===== src/rtl/strobe_fifo_pkg.sv =====
package strobe_fifo_pkg;

    typedef enum logic {
        WR_OPEN = 1'b0,
        WR_HOLD = 1'b1
    } wr_phase_e;

    typedef enum logic {
        RD_OPEN = 1'b0,
        RD_HOLD = 1'b1
    } rd_phase_e;

    typedef struct packed {
        logic level;
        logic rise;
    } strobe_ev_t;

    function automatic int unsigned addr_bits(int unsigned depth);
        return (depth > 1) ? $clog2(depth) : 1;
    endfunction

endpackage


===== src/rtl/strobe_edge.sv =====
module strobe_edge
    import strobe_fifo_pkg::*;
(
    input  logic       clk,
    input  logic       clr,
    input  logic       strobe,
    output strobe_ev_t ev
);
    logic prev;

    always_ff @(posedge clk) begin
        if (clr) prev <= 1'b0;
        else     prev <= strobe;
    end

    always_comb begin
        ev.level = strobe;
        ev.rise  = strobe & ~prev;
    end
endmodule


===== src/rtl/bubble_delay.sv =====
module bubble_delay #(
    parameter int unsigned STAGES = 3
) (
    input  logic clk,
    input  logic clr,
    input  logic pulse_in,
    output logic pulse_out
);
    generate
        if (STAGES == 0) begin : g_direct
            assign pulse_out = pulse_in;
        end else begin : g_pipe
            logic sr [STAGES];
            for (genvar i = 0; i < STAGES; i++) begin : g_stage
                logic feed;
                if (i == 0) begin : g_head
                    assign feed = pulse_in;
                end else begin : g_link
                    assign feed = sr[i-1];
                end
                always_ff @(posedge clk) begin
                    if (clr) sr[i] <= 1'b0;
                    else     sr[i] <= feed;
                end
            end
            assign pulse_out = sr[STAGES-1];
        end
    endgenerate
endmodule


===== src/rtl/fifo_ram.sv =====
module fifo_ram #(
    parameter int unsigned WIDTH = 4,
    parameter int unsigned DEPTH = 64,
    parameter int unsigned AW    = 6
) (
    input  logic             clk,
    input  logic             we,
    input  logic [AW-1:0]    waddr,
    input  logic [WIDTH-1:0] wdata,
    input  logic [AW-1:0]    raddr,
    output logic [WIDTH-1:0] rdata
);
    logic [WIDTH-1:0] mem [DEPTH];

    always_ff @(posedge clk) begin
        if (we) mem[waddr] <= wdata;
    end

    assign rdata = mem[raddr];
endmodule


===== src/rtl/strobe_fifo.sv =====
module strobe_fifo
    import strobe_fifo_pkg::*;
#(
    parameter int unsigned DEPTH     = 64,
    parameter int unsigned WIDTH     = 4,
    parameter int unsigned BT_CYCLES = 3
) (
    input  logic             clk,
    input  logic             rst,
    input  logic             mr_i,
    input  logic             si_i,
    input  logic [WIDTH-1:0] din_i,
    output logic             ir_o,
    input  logic             so_i,
    output logic             or_o,
    output logic [WIDTH-1:0] dout_o,
    input  logic             oe_i,
    output logic             dout_en_o
);
    localparam int unsigned AW = addr_bits(DEPTH);
    localparam int unsigned CW = $clog2(DEPTH + 1);
    localparam logic [CW-1:0] FULL_CNT = CW'(DEPTH);
    localparam logic [AW-1:0] LAST_PTR = AW'(DEPTH - 1);

    logic       clr;
    strobe_ev_t si_ev, so_ev;
    wr_phase_e  wphase;
    rd_phase_e  rphase;
    logic       armed;
    logic       full;
    logic       wr_go, rd_go;
    logic       shown;
    logic       or_q, en_q;
    logic [CW-1:0]    occ, vis;
    logic [AW-1:0]    wptr, rptr;
    logic [WIDTH-1:0] rd_word, dout_q;

    assign clr = rst | mr_i;

    strobe_edge u_si_edge (.clk(clk), .clr(clr), .strobe(si_i), .ev(si_ev));
    strobe_edge u_so_edge (.clk(clk), .clr(clr), .strobe(so_i), .ev(so_ev));

    fifo_ram #(.WIDTH(WIDTH), .DEPTH(DEPTH), .AW(AW)) u_ram (
        .clk   (clk),
        .we    (wr_go),
        .waddr (wptr),
        .wdata (din_i),
        .raddr (rptr),
        .rdata (rd_word)
    );

    bubble_delay #(.STAGES(BT_CYCLES)) u_bubble (
        .clk       (clk),
        .clr       (clr),
        .pulse_in  (wr_go),
        .pulse_out (shown)
    );

    // Write side handshake
    assign full  = (occ == FULL_CNT);
    assign ir_o  = (wphase == WR_OPEN) && !full;
    assign wr_go = ir_o && (si_ev.rise || (armed && si_ev.level));

    always_ff @(posedge clk) begin
        if (clr) begin
            wphase <= WR_OPEN;
            armed  <= 1'b0;
        end else begin
            case (wphase)
                WR_OPEN: begin
                    if (wr_go) begin
                        wphase <= WR_HOLD;
                        armed  <= 1'b0;
                    end else if (full && si_ev.level) begin
                        armed  <= 1'b1;
                    end else if (!si_ev.level) begin
                        armed  <= 1'b0;
                    end
                end
                WR_HOLD: begin
                    if (!si_ev.level) wphase <= WR_OPEN;
                end
                default: wphase <= WR_OPEN;
            endcase
        end
    end

    // Pointers, occupancy and visible-word count
    assign rd_go = or_q && so_ev.rise;

    always_ff @(posedge clk) begin
        if (clr) begin
            wptr <= '0;
            rptr <= '0;
            occ  <= '0;
            vis  <= '0;
        end else begin
            if (wr_go) wptr <= (wptr == LAST_PTR) ? '0 : wptr + 1'b1;
            if (rd_go) rptr <= (rptr == LAST_PTR) ? '0 : rptr + 1'b1;
            occ <= occ + CW'(wr_go) - CW'(rd_go);
            vis <= vis + CW'(shown) - CW'(rd_go);
        end
    end

    // Read side handshake and output register
    always_ff @(posedge clk) begin
        if (clr) begin
            rphase <= RD_OPEN;
            or_q   <= 1'b0;
            dout_q <= '0;
        end else begin
            case (rphase)
                RD_OPEN: begin
                    if (rd_go) begin
                        or_q   <= 1'b0;
                        rphase <= RD_HOLD;
                    end else if (!or_q && (vis != '0) && !so_ev.level) begin
                        or_q   <= 1'b1;
                        dout_q <= rd_word;
                    end
                end
                RD_HOLD: begin
                    if (!so_ev.level) rphase <= RD_OPEN;
                end
                default: rphase <= RD_OPEN;
            endcase
        end
    end

    always_ff @(posedge clk) begin
        if (rst) en_q <= 1'b0;
        else     en_q <= ~oe_i;
    end

    assign or_o      = or_q;
    assign dout_o    = dout_q;
    assign dout_en_o = en_q;
endmodule


===== config.mk =====
export PLATFORM = sky130hd
export DESIGN_NAME = strobe_fifo
export DESIGN_NICKNAME = d
export VERILOG_FILES = /design/src/rtl/strobe_fifo_pkg.sv /design/src/rtl/strobe_edge.sv /design/src/rtl/bubble_delay.sv /design/src/rtl/fifo_ram.sv /design/src/rtl/strobe_fifo.sv
export SDC_FILE = /design/constraint.sdc
export NUM_CORES = 1
export LEC_CHECK = 0
export ABC_AREA = 1
export BUFFER_PORTS_ARGS = -buffer_cell sky130_fd_sc_hd__clkbuf_2
export CAP_MARGIN = 20
export CORE_UTILIZATION = 36
export CTS_CLUSTER_DIAMETER = 30
export DETAILED_ROUTE_END_ITERATION = 12
export HOLD_SLACK_MARGIN = 0.12
export PLACE_DENSITY = 0.49
export SLEW_MARGIN = 20
export SYNTH_ARGS = -nofsm -noshare
export SYNTH_HDL_FRONTEND = slang
export SYNTH_SLANG_ARGS = --single-unit

===== constraint.sdc =====
create_clock -name clk -period 3.19 [get_ports clk]
set_clock_uncertainty 0.05 [all_clocks]
set_input_delay 0.7975 -clock clk [delete_from_list [all_inputs] [get_ports clk]]
set_output_delay 0.7975 -clock clk [all_outputs]
set_load 0.02 [all_outputs]

**Word level (Yosys, flattened, before mapping)**

Memories as Yosys holds them, arrays and structs flattened. A register that Yosys moved wholly into a read port is not among the register bits.
Cells that the tools add are included.

- Logic and storage cells: 71
- Memories: 2
- Bits in writable memories: 259
- Output and inout bits: 7
- Flip-flop bits (word level): 33

- Bitwise logic cells: 12
- Add/sub/neg operators: 6
- Reductions and logical operators: 16
- Equal/unequal tests: 4
- Muxes and demuxes: 20

Memory list:

| name | words | width | rd ports | clocked after memory_dff | write ports | line | text |
|---|---|---|---|---|---|---|---|
| u_ram.mem | 64 | 4 | 1 | 1 | 1 | fifo_ram.sv:13 | `logic [WIDTH-1:0] mem [DEPTH];` |
| u_bubble.g_pipe.sr | 3 | 1 | 3 | 0 | 3 | bubble_delay.sv:13 | `logic sr [STAGES];` |

Operators with widths:

| operator | count |
|---|---|
| 2-to-1 mux 1 bit | 16 |
| adder 7 x 1 -> 7 bit | 2 |
| subtractor 7 x 1 -> 7 bit | 2 |
| adder 6 x 1 -> 6 bit, second input constant | 2 |
| == test 6 bit, second input constant | 2 |
| 2-to-1 mux 6 bit | 2 |
| == test 7 bit, second input constant | 1 |
| logical AND 1 bit | 7 |
| nonzero test 7 bit | 1 |
| NOT 1 bit | 6 |
| bitwise OR 1 bit | 4 |
| case mux 1 bit (2 select lines) | 2 |
| AND reduction 2 bit | 2 |
| logical NOT 1 bit | 3 |
| != test 3 x 1 -> 1 bit, second input constant | 1 |
| AND reduction 3 bit | 1 |
| bitwise AND 1 bit | 2 |
| nonzero test 2 bit | 1 |
| logical OR 1 bit | 1 |

**Logic depth before layout (Yosys ltp)**

- Word-level depth: 6
- Depth in mapped cells: 19

**Modules after synthesis**

Synthesis repeated with hierarchy kept, for this count alone.

- Cell total of the unflattened synthesis: 1223
- Area, all modules: 12893.6 um2

Modules (own cells, without submodules):

| module | cells each | instances | area an instance (um2) |
|---|---|---|---|
| fifo_ram | 944 | 1 | 10801.6 |
| strobe_fifo | 260 | 1 | 1931.9 |
| bubble_delay | 9 | 1 | 82.6 |
| strobe_edge | 5 | 2 | 38.8 |

**Worst setup path before layout**

OpenSTA, ideal clock, no wires.

- Kind: input to register
- Start point: input port so_i
- End point: register occ[6]
- Arrival: 2.886 ns
- Setup time: 0.115 ns
- Cell stages on the path: 15
- Path slack: 0.139 ns
- Data required time: 3.025 ns
- Cell sequence: inv_1 nor3_2 ha_1 inv_1 ha_1 inv_1 fa_1 nor2_1 o21ai_0 nand2_1 nand2_1 nand2_1 a21oi_1 or2_2 and2_1

- Longest elaborated chain between the ends: 3

Ends and longest elaborated chain:

| what | line | text |
|---|---|---|
| from (decl) | strobe_fifo.sv:14 | `input logic so_i,` |
| bitwise AND 1 bit | strobe_edge.sv:18 | `ev.rise = strobe & ~prev;` |
| logical AND 1 bit | strobe_fifo.sv:89 | `assign rd_go = or_q && so_ev.rise;` |
| via rd_go | strobe_fifo.sv:31 | `logic wr_go, rd_go;` |
| subtractor 7 x 1 -> 7 bit | strobe_fifo.sv:100 | `occ <= occ + CW'(wr_go) - CW'(rd_go);` |
| to (signal assigned) | strobe_fifo.sv:100 |  |
| to (decl) | strobe_fifo.sv:34 | `logic [CW-1:0] occ, vis;` |

The timed path passes the listed nets, and every way through them passes these cells.
A chain may end at the register's enable or synchronous reset.

**Final worst setup path**

- Start point: register occ[5]
- End point: register occ[6]

- Longest elaborated chain between the ends: 6

Ends and longest elaborated chain:

| what | line | text |
|---|---|---|
| == test 7 bit | strobe_fifo.sv:60 | `assign full = (occ == FULL_CNT);` |
| logical NOT 1 bit | strobe_fifo.sv:61 | `assign ir_o = (wphase == WR_OPEN) && !full;` |
| logical AND 1 bit | strobe_fifo.sv:61 |  |
| logical AND 1 bit | strobe_fifo.sv:62 | `assign wr_go = ir_o && (si_ev.rise \|\| (armed && si_ev.level));` |
| adder 7 x 1 -> 7 bit * | strobe_fifo.sv:100 |  |
| subtractor 7 x 1 -> 7 bit * | strobe_fifo.sv:100 |  |

Every way passes the cells marked *; elsewhere a longest branch is shown, timed or not.

==> impl_metrics.json <==
{
  "setup_violations": 0,
  "p_total_mw": 11.9,
  "r2r_slack_ns": 0.29,
  "drt_iter0_markers": 638,
  "tightest_slew_ns": 0.899,
  "hold_class": "in2reg",
  "gp_congestion": 0.785,
  "syn_inst": 1345,
  "setup_slack_ns": 0.293,
  "ctsResizeCount": 0,
  "dieWidth_um": 193,
  "synthTopCellsByCount": "nand2_1 (391), edfxtp_1 (256), nor2_1 (175)",
  "switching_share_pct": 20.6,
  "async_reset_ff_share_pct": 0,
  "wire_per_inst_um": 17.2,
  "postCtsSetupBuffers": 0,
  "path_clk_slew_ns": 0.04,
  "grt_max_degree": 71,
  "cp.required_ns": 3.59,
  "holdWs_ns": 0.340,
  "ctsHtreeMaxLevel": 3,
  "internal-power_mw": 9.49,
  "arrival_ns": 3.29,
  "start_kind": "flip-flop",
  "clkLatencyLatePin_ns": 0.56,
  "max_clock_freq_mhz": 345,
  "io_pins": 17,
  "whs_path_depth": 2,
  "regToRegEndpoint": "occ[6]$_SDFF_PP0_",
  "antenna_found_initial": 0,
  "setup_total_negative_slack_ns": 0,
  "via_count": 9143,
  "vdd_ir_drop_max_uv": 661,
  "nets": 1445,
  "rr_startpoint": "occ[5]$_SDFF_PP0_",
  "outcome": "completed",
  "power.density_mw_per_mm2": 735,
  "ant_nets": 0,
  "drv_slew": 0,
  "netlist_area_mm2": 0.0131,
  "synth_area_per_cell_um2": 9.72,
  "hpwlAfterDp_um": 19300,
  "die_y_um": 193,
  "synth_area_leaders": "edfxtp_1 (59%), nand2_1 (11%), dfxtp_1 (6.1%)",
  "finalHoldViolCount": 0,
  "crit_start": "occ[5]$_SDFF_PP0_",
  "worstPathMaxFanout": 2,
  "whs_endpoint": "dout_en_o$_SDFF_PP0_",
  "ys.flop_type": "edfxtp_1",
  "fin_crit_ns": 2.90,
  "endpoint_kind": "flip-flop",
  "syn_nets": 1377,
  "rows": 69,
  "gr-total-overflow": 0,
  "synth_edf_count": 256,
  "core-area_mm2": 0.0357,
  "rsz0062_at_grt": "no",
  "p_clk_share_pct": 62.0,
  "drc_errors": 0,
  "clockBufferDepth": 3,
  "grt_pass1_wl_um": 51700,
  "grt_use_total_pct": 18.8,
  "ys_seq_area_share_pct": 64.9,
  "dieArea_mm2": 0.0371,
  "grt_pass1_vias": 9124,
  "clock-root-buffer": "clkbuf_16",
  "synth-seq-cells": 296,
  "final_core_util_pct": 45.6,
  "slew_headroom_pct": 40.0,
  "start_util_pct": 36.7,
  "combPwrFrac_pct": 2.4,
  "synth_most_common_cell": "nand2_1",
  "syn_to_final_growth_pct": 24.3,
  "sequentialPowerShare_pct": 35.6,
  "drive_gt1_share_pct": 12.1,
  "port_buffers": 16,
  "p_leak_nw": 6.55,
  "synth_top_area_cell": "edfxtp_1",
  "ff2ff_path_depth": 19,
  "drv_cap": 0,
  "critPathKind": "reg2reg",
  "hold_buffers": 0,
  "yosysUniqueCellTypes": 31,
  "finalCritPeriodShare_pct": 90.8,
  "hold_path_startpoint": "oe_i",
  "antennaDiodeCount": 0,
  "dr.pass1.iters": 5,
  "clkSinkCount": 296,
  "cts_tree": "yes",
  "fillers": 3333,
  "synth_top_area_share_pct": 58.8,
  "switchingPower_mw": 2.45,
  "numCtsBuffers": 69,
  "dp_slack_ns": 0.00480,
  "ys_warn_count": 0,
  "routed_via_density": 4.73,
  "finalWirelength_um": 33200
}
worst max-delay path by stage:
stage                        end  slack [ns]  depth (start not counted)
2_1_floorplan  occ[6]$_SDFF_PP0_        0.14                         15
3_3_place_gp   occ[6]$_SDFF_PP0_        0.06                         17
3_5_place_dp   occ[6]$_SDFF_PP0_       0.005                         17
4_1_cts        occ[6]$_SDFF_PP0_        0.15                         19
5_1_grt        occ[6]$_SDFF_PP0_        0.03                         19
6_report       occ[6]$_SDFF_PP0_        0.29                         19
layout make-up:
class	count	area (µm²)	area share [%]
Multi-Input combinational cell	825	3660	22.5
Tap cell	461	577	3.55
Inverter	172	648	3.99
Clock inverter	45	646	3.97
Clock buffer	83	1830	11.3
Sequential cell	296	8490	52.3
Timing Repair Buffer	49	390	2.40
through the flow:
step,area [µm²],std cells
detailed placement,13800,1803
floorplan,13100,1345
global route,16200,1931
CTS,16200,1931
finish,16200,1931
global placement,13800,1803
flip-flops by register name, summed over array words and instances (netlist names), 3 cells and up:
name	cells
u_ram.mem	256
occ	7
vis	7
rptr	6
wptr	6
dout_o	4
u_bubble.g_pipe.sr	3
power by group through the flow:
| stage | combinational, mW | sequential [mW] | clock [mW] |
|---|---|---|---|
| after CTS | 0.298 | 4.25 | 7.50 |
| final | 0.292 | 4.25 | 7.40 |
| after floorplan | 0.131 | 4.32 | 0 |
| after global placement | 0.295 | 4.32 | 0 |
| after detailed placement | 0.295 | 4.32 | 0 |
| after global routing | 0.327 | 4.25 | 7.69 |
layout by cell type (no fill, tap or decap), types with 3 or more instances in the layout:
cell type | Yosys | final
clkbuf_8 | 0 | 3
buf_12 | 0 | 5
clkbuf_1 | 11 | 10
nand3_1 | 130 | 130
o21ai_1 | 10 | 10
ha_1 | 20 | 20
nor2_1 | 175 | 175
inv_1 | 168 | 168
clkbuf_16 | 0 | 70
inv_2 | 3 | 3
nor3_1 | 5 | 4
a21oi_1 | 29 | 29
nor3_2 | 2 | 3
buf_4 | 7 | 28
clkinv_1 | 0 | 5
nand4_1 | 6 | 6
edfxtp_1 | 256 | 256
dfxtp_1 | 40 | 38
bufinv_16 | 0 | 13
nand2_1 | 391 | 391
clkinvlp_4 | 0 | 11
clkinv_2 | 0 | 9
clkbuf_2 | 0 | 16
o21ai_0 | 40 | 40
xor2_1 | 3 | 3
routing by layer:
| metal | share of wire [%] | up-vias | track usage [%] |
|---|---|---|---|
| met2 | 47 | 195 | 30.5 |
| li1 | - | 4552 | - |
| met5 | 0 | - | 0 |
| met4 | 2.3 | 0 | 7.03 |
| met3 | 4.5 | 51 | 3.62 |
| met1 | 46 | 4345 | 24.8 |
logic make-up (layout without fill, tap and decap cells):
family,count (synthesis),count (layout),synth area share [%]
adders and majority gates,22,22,2.22
AOI/OAI and AO/OA,81,81,3.13
DFF,296,296,64.9
xor gates and xnor gates,3,3,0.201
buffers and inverters,224,349,7.12
and+or+nand+nor,719,719,22.4
critical path, cell delays in order, from the launching register on:
cell and delay (ns):
dfxtp_1 0.34, inv_1 0.08, ha_1 0.18, nand3_1 0.10, nor3_2 0.06, nor2_2 0.14
nand2_2 0.07, ha_1 0.27, inv_1 0.06, ha_1 0.15, inv_1 0.06, fa_2 0.35
nor2_1 0.10, o21ai_0 0.07, nand2_1 0.08, nand2_1 0.06, nand2_1 0.07, a21oi_1 0.07
or2_2 0.26, and2_1 0.15
No activity file was read; power rests on OpenSTA's default activity.
